`src/rtl/dacguard_pkg.sv`:
```
package dacguard_pkg;

    // Gate sequencer states; the two gap states give break-before-make.
    typedef enum logic [1:0] {
        ST_CLAMP = 2'd0,
        ST_MAKE  = 2'd1,
        ST_DRIVE = 2'd2,
        ST_BREAK = 2'd3
    } gate_state_e;

    typedef struct packed {
        logic clamp;
        logic path;
    } gate_ctl_t;

    typedef struct packed {
        logic supply_ok;
        logic ext_ok;
    } monitor_t;

    localparam monitor_t MONITOR_RESET = '{supply_ok: 1'b0, ext_ok: 1'b0};

    function automatic gate_ctl_t decode_gates(gate_state_e s);
        gate_ctl_t g;
        g.clamp = (s == ST_CLAMP);
        g.path  = (s == ST_DRIVE);
        return g;
    endfunction

    // Cycles covering a time in ns, rounded up, never below one.
    function automatic int unsigned cycles_for_ns(longint unsigned clk_hz,
                                                  longint unsigned ns);
        longint unsigned c;
        c = (clk_hz * ns + 64'd999_999_999) / 64'd1_000_000_000;
        if (c == 0) c = 1;
        return int'(c);
    endfunction

endpackage

```
`src/rtl/dacguard_sync.sv`:
```
module dacguard_sync #(
    parameter int unsigned WIDTH  = 2,
    parameter int unsigned STAGES = 2,
    parameter logic [WIDTH-1:0] RESET_VAL = '0
) (
    input  logic             clk,
    input  logic             rst,
    input  logic [WIDTH-1:0] d_i,
    output logic [WIDTH-1:0] q_o
);
    logic [WIDTH-1:0] stage_q [STAGES];

    genvar g;
    generate
        for (g = 0; g < STAGES; g++) begin : g_stage
            if (g == 0) begin : g_first
                always_ff @(posedge clk) begin
                    if (rst) stage_q[g] <= RESET_VAL;
                    else     stage_q[g] <= d_i;
                end
            end else begin : g_next
                always_ff @(posedge clk) begin
                    if (rst) stage_q[g] <= RESET_VAL;
                    else     stage_q[g] <= stage_q[g-1];
                end
            end
        end
    endgenerate

    assign q_o = stage_q[STAGES-1];
endmodule

```
`src/rtl/dacguard_gate_fsm.sv`:
```
module dacguard_gate_fsm
    import dacguard_pkg::*;
(
    input  logic      clk,
    input  logic      rst,
    input  logic      fault_i,
    input  logic      wr_i,
    output gate_ctl_t gates_o
);
    gate_state_e state_q, state_d;

    always_comb begin
        state_d = state_q;
        unique case (state_q)
            ST_CLAMP: if (!fault_i && wr_i) state_d = ST_MAKE;
            ST_MAKE:  state_d = fault_i ? ST_CLAMP : ST_DRIVE;
            ST_DRIVE: if (fault_i) state_d = ST_BREAK;
            ST_BREAK: state_d = ST_CLAMP;
            default:  state_d = ST_CLAMP;
        endcase
    end

    always_ff @(posedge clk) begin
        if (rst) state_q <= ST_CLAMP;
        else     state_q <= state_d;
    end

    assign gates_o = decode_gates(state_q);
endmodule

```
`src/rtl/dacguard_hold_timer.sv`:
```
module dacguard_hold_timer #(
    parameter int unsigned HOLD_CYCLES = 1000,
    localparam int unsigned CNT_W = $clog2(HOLD_CYCLES + 1)
) (
    input  logic clk,
    input  logic rst,
    input  logic load_n_i,
    input  logic enable_i,
    output logic hold_o
);
    localparam logic [CNT_W-1:0] RELOAD = CNT_W'(HOLD_CYCLES - 1);

    logic             load_n_q;
    logic             hold_q;
    logic [CNT_W-1:0] cnt_q;
    logic             fall;

    assign fall = load_n_q && !load_n_i;

    always_ff @(posedge clk) begin
        if (rst) begin
            load_n_q <= 1'b1;
            hold_q   <= 1'b0;
            cnt_q    <= '0;
        end else begin
            load_n_q <= load_n_i;
            if (!enable_i) begin
                hold_q <= 1'b0;
                cnt_q  <= '0;
            end else if (fall) begin
                hold_q <= 1'b1;
                cnt_q  <= RELOAD;
            end else if (hold_q) begin
                if (cnt_q == '0) hold_q <= 1'b0;
                else             cnt_q  <= cnt_q - 1'b1;
            end
        end
    end

    assign hold_o = hold_q;
endmodule

```
`src/rtl/dacguard_top.sv`:
```
module dacguard_top
    import dacguard_pkg::*;
#(
    parameter longint unsigned CLK_HZ      = 200_000_000,
    parameter longint unsigned HOLD_NS     = 5000,
    parameter int unsigned     SYNC_STAGES = 2
) (
    input  logic clk,
    input  logic rst,
    input  logic supply_ok_i,
    input  logic ext_rst_n_i,
    input  logic reg_wr_i,
    input  logic load_n_i,
    output logic path_en_o,
    output logic clamp_en_o,
    output logic hold_o,
    output logic supply_rst_n_o
);
    localparam int unsigned HOLD_CYCLES = cycles_for_ns(CLK_HZ, HOLD_NS);

    monitor_t  mon_raw, mon_s;
    gate_ctl_t gates;
    logic      fault;

    assign mon_raw.supply_ok = supply_ok_i;
    assign mon_raw.ext_ok    = ext_rst_n_i;

    dacguard_sync #(
        .WIDTH    ($bits(monitor_t)),
        .STAGES   (SYNC_STAGES),
        .RESET_VAL(MONITOR_RESET)
    ) u_sync (
        .clk(clk),
        .rst(rst),
        .d_i(mon_raw),
        .q_o(mon_s)
    );

    assign fault = !mon_s.supply_ok || !mon_s.ext_ok;

    dacguard_gate_fsm u_fsm (
        .clk    (clk),
        .rst    (rst),
        .fault_i(fault),
        .wr_i   (reg_wr_i),
        .gates_o(gates)
    );

    dacguard_hold_timer #(
        .HOLD_CYCLES(HOLD_CYCLES)
    ) u_hold (
        .clk     (clk),
        .rst     (rst),
        .load_n_i(load_n_i),
        .enable_i(gates.path),
        .hold_o  (hold_o)
    );

    assign path_en_o      = gates.path;
    assign clamp_en_o     = gates.clamp;
    assign supply_rst_n_o = mon_s.supply_ok;
endmodule

```
`config.mk`:
```
export PLATFORM = sky130hd
export DESIGN_NAME = dacguard_top
export DESIGN_NICKNAME = d
export VERILOG_FILES = /design/src/rtl/dacguard_pkg.sv /design/src/rtl/dacguard_sync.sv /design/src/rtl/dacguard_gate_fsm.sv /design/src/rtl/dacguard_hold_timer.sv /design/src/rtl/dacguard_top.sv
export SDC_FILE = /design/constraint.sdc
export NUM_CORES = 1
export LEC_CHECK = 0
export ABC_AREA = 1
export BUFFER_PORTS_ARGS = -buffer_cell sky130_fd_sc_hd__buf_2
export CAP_MARGIN = 25
export CORE_MARGIN = 3
export CORE_UTILIZATION = 59
export DETAILED_ROUTE_END_ITERATION = 12
export PLACE_DENSITY = 0.9
export SETUP_SLACK_MARGIN = 0.2
export SLEW_MARGIN = 20
export SYNTH_ARGS = -nofsm -noshare
export SYNTH_HDL_FRONTEND = slang
export SYNTH_SLANG_ARGS = --single-unit
```
`constraint.sdc`:
```
create_clock -name clk -period 2.8 [get_ports clk]
set_input_delay 0.84 -clock clk [delete_from_list [all_inputs] [get_ports clk]]
set_output_delay 0.84 -clock clk [all_outputs]
set_load 0.02 [all_outputs]
```
; After elaboration in Yosys (flattened, before gate mapping)
; Memory sizes are Yosys's and may differ from the RTL's.
; Cells that the tools add are included.
[word_totals]
register_bits = 14
ramBits = 4
input_bits = 6
output_inout_bits = 4
elab_cells = 47
n_memories = 1
[op_classes]
addsub = 1
n_eq_ne = 6
mux = 15
bitwise = 4
reduce_logical = 15
[mem_list]
columns = memory, depth, word_bits, rd, rd_clocked_by_memory_dff, write_ports, line_no
row1 = u_sync.stage_q, 2, 2, 2, 0, 2, dacguard_sync.sv:11  ; logic [WIDTH-1:0] stage_q [STAGES];
[op_table]
columns = operator, count
row1 = $mux W10, 3
row2 = $logic_not A10 Y1, 1
row3 = $mux W2, 5
row4 = $sub A10 B1 Y10 const B, 1
row5 = $pmux W2 S4, 1
row6 = $mux W1, 6
row7 = $reduce_and A2 Y1, 3
row8 = $eq A2 B2 Y1 const B, 2
row9 = $logic_not A1 Y1, 4
row10 = $ne A2 B1 Y1 const B, 2
row11 = $reduce_or A3 Y1, 1
row12 = $eq A2 B1 Y1 const B, 1
row13 = $logic_and A1 B1 Y1, 2
row14 = $logic_not A2 Y1, 1
row15 = $ne A2 B2 Y1 const B, 1
row16 = $not A1 Y1, 2
row17 = $or A1 B1 Y1, 2
row18 = $reduce_bool A2 Y1, 1
row19 = $reduce_or A2 Y1, 1
row20 = $logic_or A1 B1 Y1, 1

; Logic depth before layout (Yosys ltp)
[logic_depth]
word_depth = 6
depth_mapped = 11
ltp_nobuf = 10

; Modules after synthesis
; From an unflattened synthesis, not the netlist that was laid out.
[unflattened]
cells_unflattened = 134
area_unflattened_um2 = 918.4
[modules_own_cells]
columns = module, instances, cells_each, area_per_inst_um2, seq_area_each_um2
row1 = dacguard_hold_timer, 1, 106, 700.7, 240.2
row2 = dacguard_sync, 1, 12, 110.1, 80.1
row3 = dacguard_gate_fsm, 1, 15, 103.8, 40.0
row4 = dacguard_top, 1, 1, 3.8, 0.0

; Worst setup path after synthesis
; OpenSTA, ideal clock, no wires.
[synth_timing]
kind = register to output
startpoint = reg with a tool-made name
endpoint = out path_en_o
t_arrival_ps = 671
required_time_ps = 1960
setup_slack_ps = 1289
path_stages_with_launch = 3
n_path_buf = 0
cell_sequence = dfxtp_1 inv_1 nor2_1
[synth_lines]
columns = item, line_no
row1 = to (decl), dacguard_top.sv:14  ; output logic path_en_o,

; Final worst setup path
[layout_timing]
startpoint = reg u_hold.hold_q, in the netlist u_hold.hold_o
endpoint = out hold_o
[layout_lines]
columns = item, line_no
row1 = from (decl), dacguard_hold_timer.sv:14  ; logic hold_q;
row2 = from (signal assigned), dacguard_hold_timer.sv:23  ; hold_q <= 1'b0;
row3 = from (signal assigned), dacguard_hold_timer.sv:28  ; hold_q <= 1'b0;
row4 = from (signal assigned), dacguard_hold_timer.sv:31  ; hold_q <= 1'b1;
row5 = to (decl), dacguard_top.sv:16  ; output logic hold_o,
; No word-level cell between the ends.

==> impl_metrics.ini <==
[final_layout]
antennaDiodeCount = 0
area_growth_pct = 7.83
drive_gt1_share_pct = 12.7
final_net_count = 143
fillers = 118

[drt]
vias_per_cell = 5.35
first_pass_iters = 4
wl_met3_um = 82
post-route-drc-count = 0
dr_total_vias = 797
met2_length_um = 777
wl_per_cell_um = 10.7
ant_nets = 0
wl_mm = 1.59
top_layer = met4
drt-initial-drc-count = 16
m1WireLength_um = 712

[clocking]
cts.clk_slew.worst_paths_ns = 0.10
htreeDepth = 1
clk_latency_ns = 0.29
numCtsBuffers = 3
cts_tree = done
clk_path_buf_depth = 2
postCtsHoldBufs = 0
ctsResizeCount = 0
post-cts-setup-buffers = 0
numClockSinks = 18
root_buffer = clkbuf_4

[setup_path]
endpoint_kind = primary output
path_max_fanout = 16
crit_arrival_ns = 1.19
critPathSlowestCell = dfxtp_1
cp_data_required_time_ns = 1.96
crit_path_max_incr_delay_ns = 0.64
path_cells = buf_2
crit_family = flip-flops
start_kind = flop
crit_buf_inv = 1
path_class = reg -> out

[synthesis]
synth_area_sq_um = 863
ys_warn_count = 0
synth_cell_types = 20
synth_area_leaders = dfxtp_1, nand2_1, inv_1, nand3_1, nor2_1
synth-seq-cells = 18
synth_top_area_share_pct = 41.7
yosysSeqAreaShare_pct = 41.7
yosysTopAreaCell = dfxtp_1
avgSynthCellArea_sq_um = 6.91
syn_inst = 125
syn_nets = 132

[job]
maxCapViolations = 0

[sta]
setup_viol = 0
fin_skew_ns = 0.00559
setup_tns_ns = 0
fmax_ghz = 0.493
finalHoldViolCount = 0
drv_slew = 0
post-route-period-util_pct = 72.4
worst_slew_pin_slew_ns = 0.492
period_needed_ns = 2.03
rsz0062_at_grt = no
relSlewSlack_pct = 67.2

[die]
die_x_um = 44.3
core_sq_um = 1330
die_area_sq_um = 1960
ioPinCount = 10
initial_utilization_pct = 64.7
rows = 13
die_y_um = 44.3

[power_and_ir_drop]
p_leak_uw = 0.000452
p_per_area_nw_per_um2 = 430
peakVddDrop_mv = 0.280
p_total_uw = 400

[global_route]
grt_overflow = 0
grt_max_degree = 17
grt_pass1_wl_mm = 2.62
grt_use_total_pct = 17.6
antenna_found_initial = 0
first_global_vias = 690

[placement]
place_congestion = 0.826
io_buffers = 9
dpl.hpwl_mm = 1.24

[hold_path]
min_path_type = reg -> reg

[run_status]
status = completed
routing by layer:
metal / vias to the layer above / GRT usage, %
li1: 409 / -
met1: 366 / 20.6
met2: 18 / 31.1
met3: 4 / 2.44
met5: - / 0
met4: 0 / 9.04
layout make-up:
class                   count  area, sq um  area share, %
repair buffers              9         45.0           4.84
inverters                  24         90.1           9.68
well taps                  15         18.8           2.02
flip-flops and latches     18          360           38.7
multi-input cells          80          394           42.3
clock buffers               3         22.5           2.42
report_power, final:
| part | total [uW] | internal [uW] | switching [uW] |
|---|---|---|---|
| combinational | 15.3 | 6.21 | 9.06 |
| sequential | 261 | 259 | 1.24 |
| clock | 124 | 50.0 | 74.5 |
| total | 400 | 316 | 84.8 |
through the flow:
| stage | setup slack [ns] | util, % | hold WS, ns | instances | instance area [sq um] |
|---|---|---|---|---|---|
| floorplan | 1.29 | - | 0.388 | 125 | 863 |
| global placement | 1.12 | 68.1 | 0.392 | 146 | 908 |
| detailed placement | 1.05 | 68.1 | 0.409 | 146 | 908 |
| CTS | 0.769 | 69.8 | 0.420 | 149 | 931 |
| global route | 0.714 | 69.8 | 0.432 | 149 | 931 |
| finish | 0.771 | 69.8 | 0.416 | 149 | 931 |
placed cells by master, fill, tap and decap left out:
master / instances
nand2_1: 25
inv_1: 24
dfxtp_1: 18
nand3_1: 16
nor2_1: 15
buf_2: 9
nand4_1: 5
nor3_1: 3
a21oi_1: 3
clkbuf_4: 3
nand2_2: 2
a31oi_1: 2
o21ai_0: 2
nor2_2: 1
nor2_4: 1
nand2_4: 1
xnor2_1: 1
a2111oi_0: 1
xor2_1: 1
ha_1: 1
path summary, 6_finish.rpt:
| path | from | to | slack (ns) | cells past startpoint |
|---|---|---|---|---|
| worst min register to register | u_sync.stage_q[0][0] | u_sync.stage_q[1][0] | 0.42 | 2 |
| worst max-delay path | u_hold.hold_o | hold_o | 0.77 | 1 |
| worst min-delay path | u_sync.stage_q[0][0] | u_sync.stage_q[1][0] | 0.42 | 2 |
| worst max register to register | u_hold.cnt_q[0] | u_hold.cnt_q[4] | 1.26 | 9 |
cell usage after synthesis:
cell type,instances
dfxtp_1,18
o21ai_0,2
xnor2_1,1
nand2_2,2
nor3_1,3
nor2_2,1
nor2_4,1
nand3_1,16
xor2_1,1
ha_1,1
nand2_4,1
a21oi_1,3
nand2_1,25
inv_1,24
nand4_1,5
clkbuf_1,2
a2111oi_0,1
nor2_1,15
buf_6,1
a31oi_1,2
registers in the layout, summed over array words and instances (netlist names), named ones only:
register	cells
u_hold.cnt_q	10
u_sync.stage_q	4
u_fsm.state_q	1
u_hold.hold_o	1
u_hold.load_n_q	1
cells by family (layout without fill, tap and decap cells):
logic type / after synthesis / after routing / synth area share [%]
simple gates: 69 / 69 / 36.8
buf+inv: 27 / 36 / 12.6
flops: 18 / 18 / 41.7
compound gates: 8 / 8 / 5.36
xor+xnor: 2 / 2 / 2.03
fa+ha+maj: 1 / 1 / 1.45
(Power assumes the default switching activity.)
